File: config.mk
export PLATFORM = sky130hd
export DESIGN_NAME = flash_cmd_fsm
export DESIGN_NICKNAME = d
export VERILOG_FILES = /design/src/rtl/flash_cmd_pkg.sv /design/src/rtl/flash_cmd_decode.sv /design/src/rtl/flash_mode_fsm.sv /design/src/rtl/flash_info_rom.sv /design/src/rtl/flash_rd_reg.sv /design/src/rtl/flash_cmd_fsm.sv
export SDC_FILE = /design/constraint.sdc
export NUM_CORES = 1
export LEC_CHECK = 0
export BUFFER_PORTS_ARGS = -buffer_cell sky130_fd_sc_hd__buf_2
export CAP_MARGIN = 20
export CORE_UTILIZATION = 42
export CTS_BUF_LIST = sky130_fd_sc_hd__clkbuf_4 sky130_fd_sc_hd__clkbuf_8 sky130_fd_sc_hd__clkbuf_16
export CTS_CLUSTER_SIZE = 14
export DETAILED_ROUTE_END_ITERATION = 8
export PLACE_DENSITY = 0.8
export SKIP_CTS_REPAIR_TIMING = 1
export SLEW_MARGIN = 20
export SYNTH_ARGS = -nofsm -noshare
export SYNTH_HDL_FRONTEND = slang
export SYNTH_SLANG_ARGS = --single-unit
File: constraint.sdc
create_clock -name clk -period 2.3 [get_ports clk]
set_clock_uncertainty 0.15 [all_clocks]
set_input_delay 0.23 -clock clk [delete_from_list [all_inputs] [get_ports clk]]
set_output_delay 0.23 -clock clk [all_outputs]
set_load 0.05 [all_outputs]
File: src/rtl/flash_cmd_pkg.sv
package flash_cmd_pkg;

  typedef enum logic [1:0] {
    MODE_ARRAY = 2'd0,
    MODE_IDENT = 2'd1,
    MODE_QUERY = 2'd2
  } rmode_e;

  typedef struct packed {
    logic rst_cmd;
    logic qry_cmd;
    logic unlk1;
    logic unlk2;
    logic asel;
  } cmd_hit_t;

  localparam logic [7:0]  DAT_RESET = 8'hF0;
  localparam logic [7:0]  DAT_QUERY = 8'h98;
  localparam logic [7:0]  DAT_UNLK1 = 8'hAA;
  localparam logic [7:0]  DAT_UNLK2 = 8'h55;
  localparam logic [7:0]  DAT_ASEL  = 8'h90;

  // word-form command addresses; byte form is twice these
  localparam logic [11:0] ADR_UNLK1 = 12'h555;
  localparam logic [11:0] ADR_UNLK2 = 12'h2AA;
  localparam logic [11:0] ADR_QUERY = 12'h055;

  localparam logic [15:0] ID_MANUF  = 16'h0001;
  localparam logic [15:0] ID_DEVICE = 16'h22A5;

endpackage

File: src/rtl/flash_cmd_decode.sv
module flash_cmd_decode
  import flash_cmd_pkg::*;
#(
  parameter int ADDR_W = 21
) (
  input  logic [ADDR_W-1:0] wr_addr,
  input  logic [7:0]        wr_data,
  input  logic              byte_mode,
  output cmd_hit_t          hit
);

  localparam int SH_W = ADDR_W + 1;

  // command address in the form selected by the mode pin
  function automatic logic [ADDR_W-1:0] form_addr(input logic [11:0] word_a,
                                                   input logic        bm);
    logic [SH_W-1:0] wide;
    wide = SH_W'(word_a);
    if (bm) wide = wide << 1;
    return wide[ADDR_W-1:0];
  endfunction

  logic a_unlk1, a_unlk2, a_query;

  always_comb begin
    a_unlk1 = (wr_addr == form_addr(ADR_UNLK1, byte_mode));
    a_unlk2 = (wr_addr == form_addr(ADR_UNLK2, byte_mode));
    a_query = (wr_addr == form_addr(ADR_QUERY, byte_mode));

    hit.rst_cmd = (wr_data == DAT_RESET);
    hit.qry_cmd = a_query && (wr_data == DAT_QUERY);
    hit.unlk1   = a_unlk1 && (wr_data == DAT_UNLK1);
    hit.unlk2   = a_unlk2 && (wr_data == DAT_UNLK2);
    hit.asel    = a_unlk1 && (wr_data == DAT_ASEL);
  end

endmodule

File: src/rtl/flash_mode_fsm.sv
module flash_mode_fsm
  import flash_cmd_pkg::*;
(
  input  logic     clk,
  input  logic     rst_n,
  input  logic     force_rst,
  input  logic     wr_stb,
  input  logic     busy,
  input  cmd_hit_t hit,
  output rmode_e   mode
);

  localparam int STEP_W = 2;

  rmode_e             mode_q, mode_d;
  rmode_e             org_q, org_d;
  logic [STEP_W-1:0]  step_q, step_d;
  logic               upd;

  // next-state process
  always_comb begin
    mode_d = mode_q;
    org_d  = org_q;
    step_d = step_q;
    if (force_rst) begin
      mode_d = MODE_ARRAY;
      org_d  = MODE_ARRAY;
      step_d = '0;
    end else if (wr_stb) begin
      if (mode_q == MODE_QUERY) begin
        step_d = '0;
        if (hit.rst_cmd) begin
          mode_d = org_q;
          org_d  = MODE_ARRAY;
        end
      end else if (hit.rst_cmd) begin
        mode_d = MODE_ARRAY;
        step_d = '0;
      end else if (hit.qry_cmd && !busy) begin
        mode_d = MODE_QUERY;
        org_d  = mode_q;
        step_d = '0;
      end else begin
        unique case (step_q)
          2'd0:    step_d = hit.unlk1 ? 2'd1 : 2'd0;
          2'd1:    step_d = hit.unlk2 ? 2'd2 : 2'd0;
          2'd2: begin
            step_d = '0;
            if (hit.asel) mode_d = MODE_IDENT;
          end
          default: step_d = '0;
        endcase
      end
    end
  end

  assign upd = force_rst | wr_stb;

  // register process
  always_ff @(posedge clk or negedge rst_n) begin
    if (!rst_n) begin
      mode_q <= MODE_ARRAY;
      org_q  <= MODE_ARRAY;
      step_q <= '0;
    end else if (upd) begin
      mode_q <= mode_d;
      org_q  <= org_d;
      step_q <= step_d;
    end
  end

  assign mode = mode_q;

endmodule

File: src/rtl/flash_info_rom.sv
module flash_info_rom
  import flash_cmd_pkg::*;
#(
  parameter int ADDR_W = 21,
  parameter int IDX_W  = 6
) (
  input  rmode_e            mode,
  input  logic [ADDR_W-1:0] rd_addr,
  input  logic              byte_mode,
  output logic [15:0]       info
);

  localparam int          TAB_N   = 1 << IDX_W;
  localparam logic [15:0] QRY_Q   = 16'h0051;
  localparam logic [15:0] QRY_R   = 16'h0052;
  localparam logic [15:0] QRY_Y   = 16'h0059;
  localparam int          QRY_OFF = 16;

  logic [ADDR_W-1:0] woff;
  logic              in_tab;
  logic [IDX_W-1:0]  idx;
  logic [15:0]       qry_tab [TAB_N];
  logic [15:0]       id_tab  [TAB_N];
  logic [15:0]       raw;

  // table contents computed per entry
  for (genvar g = 0; g < TAB_N; g++) begin : g_tab
    localparam logic [15:0] QV = (g == QRY_OFF)     ? QRY_Q :
                                 (g == QRY_OFF + 1) ? QRY_R :
                                 (g == QRY_OFF + 2) ? QRY_Y : 16'h0000;
    localparam logic [15:0] IV = (g == 0) ? ID_MANUF  :
                                 (g == 1) ? ID_DEVICE : 16'h0000;
    assign qry_tab[g] = QV;
    assign id_tab[g]  = IV;
  end

  always_comb begin
    woff   = byte_mode ? (rd_addr >> 1) : rd_addr;
    in_tab = ((woff >> IDX_W) == '0) && !(byte_mode && rd_addr[0]);
    idx    = woff[IDX_W-1:0];
    if (!in_tab)                 raw = 16'h0000;
    else if (mode == MODE_QUERY) raw = qry_tab[idx];
    else                         raw = id_tab[idx];
    info = byte_mode ? {8'h00, raw[7:0]} : raw;
  end

endmodule

File: src/rtl/flash_rd_reg.sv
module flash_rd_reg
  import flash_cmd_pkg::*;
#(
  parameter int DATA_W = 16
) (
  input  logic              clk,
  input  logic              rst_n,
  input  rmode_e            mode,
  input  logic [DATA_W-1:0] array_data,
  input  logic [DATA_W-1:0] info,
  output logic [DATA_W-1:0] rd_data
);

  logic [DATA_W-1:0] sel_d;
  logic              rd_en;

  always_comb begin
    sel_d = (mode == MODE_ARRAY) ? array_data : info;
    rd_en = 1'b1;
  end

  always_ff @(posedge clk or negedge rst_n) begin
    if (!rst_n)     rd_data <= '0;
    else if (rd_en) rd_data <= sel_d;
  end

endmodule

File: src/rtl/flash_cmd_fsm.sv
module flash_cmd_fsm
  import flash_cmd_pkg::*;
#(
  parameter int ADDR_W = 21,
  parameter int IDX_W  = 6,
  parameter int DATA_W = 16
) (
  input  logic              clk,
  input  logic              rst_n,
  input  logic              wr_stb,
  input  logic [ADDR_W-1:0] wr_addr,
  input  logic [7:0]        wr_data,
  input  logic              byte_mode,
  input  logic              busy,
  input  logic              force_rst,
  input  logic [ADDR_W-1:0] rd_addr,
  input  logic [DATA_W-1:0] array_data,
  output logic [DATA_W-1:0] rd_data,
  output logic [1:0]        rd_mode
);

  cmd_hit_t    hit;
  rmode_e      mode;
  logic [15:0] info;

  flash_cmd_decode #(.ADDR_W(ADDR_W)) u_dec (
    .wr_addr   (wr_addr),
    .wr_data   (wr_data),
    .byte_mode (byte_mode),
    .hit       (hit)
  );

  flash_mode_fsm u_fsm (
    .clk       (clk),
    .rst_n     (rst_n),
    .force_rst (force_rst),
    .wr_stb    (wr_stb),
    .busy      (busy),
    .hit       (hit),
    .mode      (mode)
  );

  flash_info_rom #(.ADDR_W(ADDR_W), .IDX_W(IDX_W)) u_rom (
    .mode      (mode),
    .rd_addr   (rd_addr),
    .byte_mode (byte_mode),
    .info      (info)
  );

  flash_rd_reg #(.DATA_W(DATA_W)) u_rd (
    .clk        (clk),
    .rst_n      (rst_n),
    .mode       (mode),
    .array_data (array_data),
    .info       (DATA_W'(info)),
    .rd_data    (rd_data)
  );

  assign rd_mode = mode;

endmodule

After elaboration in Yosys (flattened, before gate mapping)
Memories as Yosys holds them, arrays and structs flattened.
Cells that the tools add are included.

word-level totals
  flip-flop bits (word level) = 22
  bits in read-only memories = 2,048
  input port bits = 72
  output and inout port bits = 18
  word-level logic and storage cells = 75
  memories kept = 2

operators by class
  magnitude comparators = 1
  eq/ne operators = 13
  mux-type cells = 34
  bitwise logic cells = 2
  reductions and logical operators = 19

memories
  memory           words  width  rd ports  clocked after Yosys merged registers in  wr ports  RTL line              source
  (no name shown)  64     16     1         0                                        0         flash_info_rom.sv:43  else raw = id_tab[idx];
  (no name shown)  64     16     1         0                                        0         flash_info_rom.sv:42  else if (mode == MODE_QUERY) raw = qry_tab[idx];

operators by type and width
  cell                                                                      count
  16-bit 2-to-1 mux                                                         8
  2-bit 2-to-1 mux                                                          20
  8-bit equality test (second input constant)                               4
  21-bit by 11-bit equality test with 1-bit output                          1
  21-bit by 12-bit equality test with 1-bit output                          1
  21-bit by 8-bit equality test with 1-bit output                           1
  21-bit logical NOT                                                        1
  21-bit 2-to-1 mux                                                         1
  12-bit 2-to-1 mux                                                         1
  11-bit 2-to-1 mux                                                         1
  5-bit AND reduction                                                       2
  8-bit by 7-bit equality test with 1-bit output (second input constant)    1
  8-bit 2-to-1 mux                                                          1
  4-bit nonzero test                                                        2
  7-bit greater-or-equal comparator (second input constant)                 1
  1-bit logical AND                                                         7
  6-bit inverter with 7-bit output                                          1
  2-bit equality test (second input constant)                               2
  2-bit logical NOT                                                         2
  2-bit case mux with 2 select lines                                        1
  3-bit by 2-bit inequality test with 1-bit output (second input constant)  1
  3-bit inequality test (second input constant)                             1
  3-bit nonzero test                                                        1
  2-bit by 1-bit equality test with 1-bit output (second input constant)    1
  5 further kinds                                                           6

Depth between registers and ports, before layout
  depth after elaboration = 10
  gate-level depth with buffers = 8
  mapped depth without buffers = 6

Modules after synthesis
Synthesis repeated with hierarchy kept, for this count alone.

second synthesis, totals
  cells, all modules = 163
  area, all modules = 1,631.6 um^2

by module, submodules not included
  module            instances  cells each  area each (um^2)  sequential area each (um^2)
  flash_rd_reg      1          34          649.4             400.4
  flash_mode_fsm    1          38          361.6             150.1
  flash_cmd_decode  1          48          317.8             0.0
  flash_info_rom    1          43          302.8             0.0

Least setup slack after synthesis
Ideal clock, no wire load.

  path type = in2reg
  start point = in wr_addr[16]
  end point = reg u_fsm.mode_q[1], in the netlist u_fsm.mode[1]
  setup time = 0.128 ns
  arrival = 1.807 ns
  data required time = 2.022 ns
  path slack = 0.216 ns
  cell stages on the path = 6
  path buffers = 0
  path through = or4_4 nor4_2 o2111ai_1 a211o_1 a21oi_2 mux2_1

between the ends
  word-level cells in the longest chain between the ends = 8
  elaborated cells between the ends (all ways) = 13
  classes of those cells = 2 x eq/ne; 5 x mux; 6 x reduce/logical

RTL lines
  what                                             RTL line                source
  start: declaration                               flash_cmd_fsm.sv:11     input logic [ADDR_W-1:0] wr_addr,
  21-bit by 8-bit equality test with 1-bit output  flash_cmd_decode.sv:28  a_query = (wr_addr == form_addr(ADR_QUERY, byte_mode));
  1-bit logical AND                                flash_cmd_decode.sv:31  hit.qry_cmd = a_query && (wr_data == DAT_QUERY);
  1-bit logical AND                                flash_mode_fsm.sv:39    end else if (hit.qry_cmd && !busy) begin
  2-bit 2-to-1 mux                                 flash_mode_fsm.sv:39
  2-bit 2-to-1 mux                                 flash_mode_fsm.sv:36    end else if (hit.rst_cmd) begin
  2-bit 2-to-1 mux                                 flash_mode_fsm.sv:30    if (mode_q == MODE_QUERY) begin
  2-bit 2-to-1 mux                                 flash_mode_fsm.sv:29    end else if (wr_stb) begin
  2-bit 2-to-1 mux                                 flash_mode_fsm.sv:25    if (force_rst) begin
  end signal: assignment                           flash_mode_fsm.sv:66    mode_q <= mode_d;
  end: declaration                                 flash_mode_fsm.sv:15    rmode_e mode_q, mode_d;

Parallel ways exist; a longest one is shown, timed or not. The select of a mux whose other input is x is not followed.
A chain may end at the register's enable or synchronous reset.

Worst setup path in the final report
  start point = in wr_data[0]
  end point = reg u_fsm.mode_q[1], in the netlist u_fsm.mode[1]

between the ends
  word-level cells in the longest chain between the ends = 8
  elaborated cells between the ends (all ways) = 15
  classes of those cells = 4 x eq/ne; 5 x mux; 6 x reduce/logical

RTL lines
  what                 RTL line                source
  start: declaration   flash_cmd_fsm.sv:12     input logic [7:0] wr_data,
  8-bit equality test  flash_cmd_decode.sv:31
  1-bit logical AND    flash_cmd_decode.sv:31
  1-bit logical AND    flash_mode_fsm.sv:39
  2-bit 2-to-1 mux     flash_mode_fsm.sv:39
  2-bit 2-to-1 mux     flash_mode_fsm.sv:36
  2-bit 2-to-1 mux     flash_mode_fsm.sv:30
  2-bit 2-to-1 mux     flash_mode_fsm.sv:29
  2-bit 2-to-1 mux     flash_mode_fsm.sv:25

Parallel ways exist; a longest one is shown, timed or not. The select of a mux whose other input is x is not followed.

==> results.cfg <==
[synthesis]
seq_area_frac_synth = 0.396
yosys_most_used_dff = dfrtp_1
syn_nets = 224
synth_top_area_frac = 0.396
ys_types = 45
synth_edf_count = 0
syn_inst = 152
async_flop_share = 1.00
ys_ff_latch = 22
syn-cell-area_mm2 = 0.00139
syn_area_per_cell_um2 = 9.14
yosys-top-cells-area = dfrtp_1, nor2_1, a21o_1
synth_top_area_cell = dfrtp_1
ys.warnings.count = 0

[clock_network]
cts_root_buffer = clkbuf_4
cts_buffer_depth = 2
clk_latency_ns = 0.30
htree_levels = 1
cts_buffers = 3
tritoncts = yes
clkTransAtPathRegs_ns = 0.12
clock_sink_count = 22

[power]
p_total_mw = 1.02
p_leak_nw = 1.06
p_per_area_mw_per_mm2 = 483
vdd_ir_drop_max_uv = 240

[sta]
tns_ns = 0
drv_slew = 0
final.period_utilization = 0.880
setup_slack_ns = 0.275
rsz0062_at_grt = false
finalSetupViolations = 0
slew_headroom = 0.670
hold_viol = 0
worst_pin_slew_ns = 0.494
max_clock_freq_mhz = 494
post-route-min-period_ns = 2.02

[global_routing]
grt_pass1_vias = 1417
grt_use_total = 0.208
grt_max_degree = 23
globalRoute.totalOverflow = 0
grt_pass1_wl_um = 5700
antenna_found_initial = 0

[placed_design]
dp_hpwl_um = 2870
place_ws_ns = -0.0375
io_buffers = 89
place_congestion = 0.851

[cells_and_area]
final_util = 0.678
area_growth_pct = 51.5
finalNetCount = 333
drive_above_1_share = 0.404
antenna_cells = 0

[worst_setup_path]
crit_path_start_kind = primary input
crit_chain = buf_2, or3b_4, nor3b_1, nand4_1, a211o_1, a21oi_2, mux2_1
crit_path_end_kind = flop
crit_type = primary input to flop
crit_path_top_delay_cell = or3b_4
crit_buf_inv = 1
critical_path.max_fanout = 3
arrival_ns = 2.07
critical_path.top_delay_family = simple AND/OR/NAND/NOR gates
worst_path_largest_cell_delay_ns = 0.40
crit_required_ns = 2.34

[floorplan]
die_w_um = 59.5
io_pins = 90
die_area_mm2 = 0.00354
dieHeight_um = 59.5
num_rows = 20
core_area_mm2 = 0.00310
start_util = 0.448

[detailed_routing]
ant_nets = 0
vias = 1588
drt_iter0_drc = 45
viasPerCell = 5.22
drc_errors = 0
drtPass1Iterations = 4
avgRoutedWirePerCell_um = 13.0
routed_wl_um = 3940

[run]
cap_violations = 0

[hold_path]
hp-class = primary input to flop

[outcome]
run_status = complete, no violations
==> flip-flops by register name, indices dropped and copies added (netlist names) <==
name,count
u_fsm.org_q,2
u_fsm.mode,2
u_rd.rd_data,16
u_fsm.step_q,2
==> cells by family (layout without fill, tap and decap cells) <==
family | count (synthesis) | in the layout | share of synthesized area
and+or+nand+nor | 87 | 87 | 0.377
AOI/OAI and AO/OA | 33 | 33 | 0.174
DFF | 22 | 22 | 0.396
buffers and inverters | 5 | 113 | 0.0144
muxes | 4 | 4 | 0.0315
xor gates and xnor gates | 1 | 1 | 0.00631
==> cells in the final DEF, fill, tap and decap left out, types with 2 or more instances in the layout <==
cell	synthesis	layout
and3_1	3	3
a211o_1	2	2
clkbuf_4	0	3
dfrtp_1	22	22
o2111ai_1	2	2
mux2_2	2	2
dlygate4sd3_1	0	16
nand4_1	3	3
a32o_1	2	2
and2_1	7	7
a22o_1	2	2
nor2b_1	6	6
buf_4	0	2
inv_1	2	2
nand2b_1	4	4
nor3_1	6	6
or4_4	2	2
nand3_1	2	2
a21o_1	7	7
nor4_1	7	7
nor3b_1	2	2
a21oi_1	5	5
nand2_1	14	14
nand3b_1	7	7
buf_2	1	89
o21ai_0	6	6
nor2_1	15	15
==> path summary, 6_finish.rpt <==
kind	to	cells past startpoint	slack [ns]	startpoint
min in group asynchronous	u_rd.rd_data[11]$_DFF_PN0_	2	0.24	rst_n
max	u_fsm.mode[1]$_DFFE_PN0P_	7	0.28	wr_data[0]
max reg2reg	u_fsm.mode[0]$_DFFE_PN0P_	5	0.43	u_fsm.mode[1]$_DFFE_PN0P_
min reg2reg	u_fsm.step_q[0]$_DFFE_PN0N_	1	0.42	u_fsm.step_q[0]$_DFFE_PN0N_
max in group asynchronous	u_rd.rd_data[1]$_DFF_PN0_	2	1.42	rst_n
min	u_rd.rd_data[1]$_DFF_PN0_	2	0.01	array_data[1]
==> layout make-up <==
type,instances,area (um^2)
clock buffers,3,22.5
clock inverters,1,30.0
fillers,278,998
inverters,2,7.51
multi-input cells,125,818
flip-flops and latches,22,551
well taps,44,55.1
repair buffers,107,621
==> power breakdown <==
part / switching [mW] / leakage [nW] / total [mW] / internal [mW]
Sequential: 0.0104 / 0.292 / 0.421 / 0.410
Clock: 0.117 / 0.0279 / 0.293 / 0.176
Combinational: 0.183 / 0.744 / 0.302 / 0.119
Total: 0.310 / 1.06 / 1.02 / 0.705
==> metrics by stage <==
stage          std cells  area (um^2)  hold WS [ns]
2_1_floorplan        152         1390        -0.216
3_3_place_gp         284         1890        0.0565
3_5_place_dp         284         1890        0.0622
4_1_cts              288         1940        -0.287
5_1_grt              304         2100       0.00396
6_report             304         2100       0.00971
==> per-layer routing <==
layer  wire length, um  global-route usage  vias up
li1                  -                   -      781
met1              1650               0.220      736
met2              2040               0.416       67
met3               220              0.0349        4
met4                34              0.0565        0
met5                 0                   0        -
==> Yosys cell counts (3+ instances only) <==
| master | count |
|---|---|
| and3_1 | 3 |
| nor3_1 | 6 |
| nand2_1 | 14 |
| a21o_1 | 7 |
| a21oi_1 | 5 |
| nor2b_1 | 6 |
| o21ai_0 | 6 |
| nor2_1 | 15 |
| and2_1 | 7 |
| dfrtp_1 | 22 |
| nand2b_1 | 4 |
| nand3b_1 | 7 |
| nor4_1 | 7 |
| nand4_1 | 3 |
(Power assumes the default switching activity.)
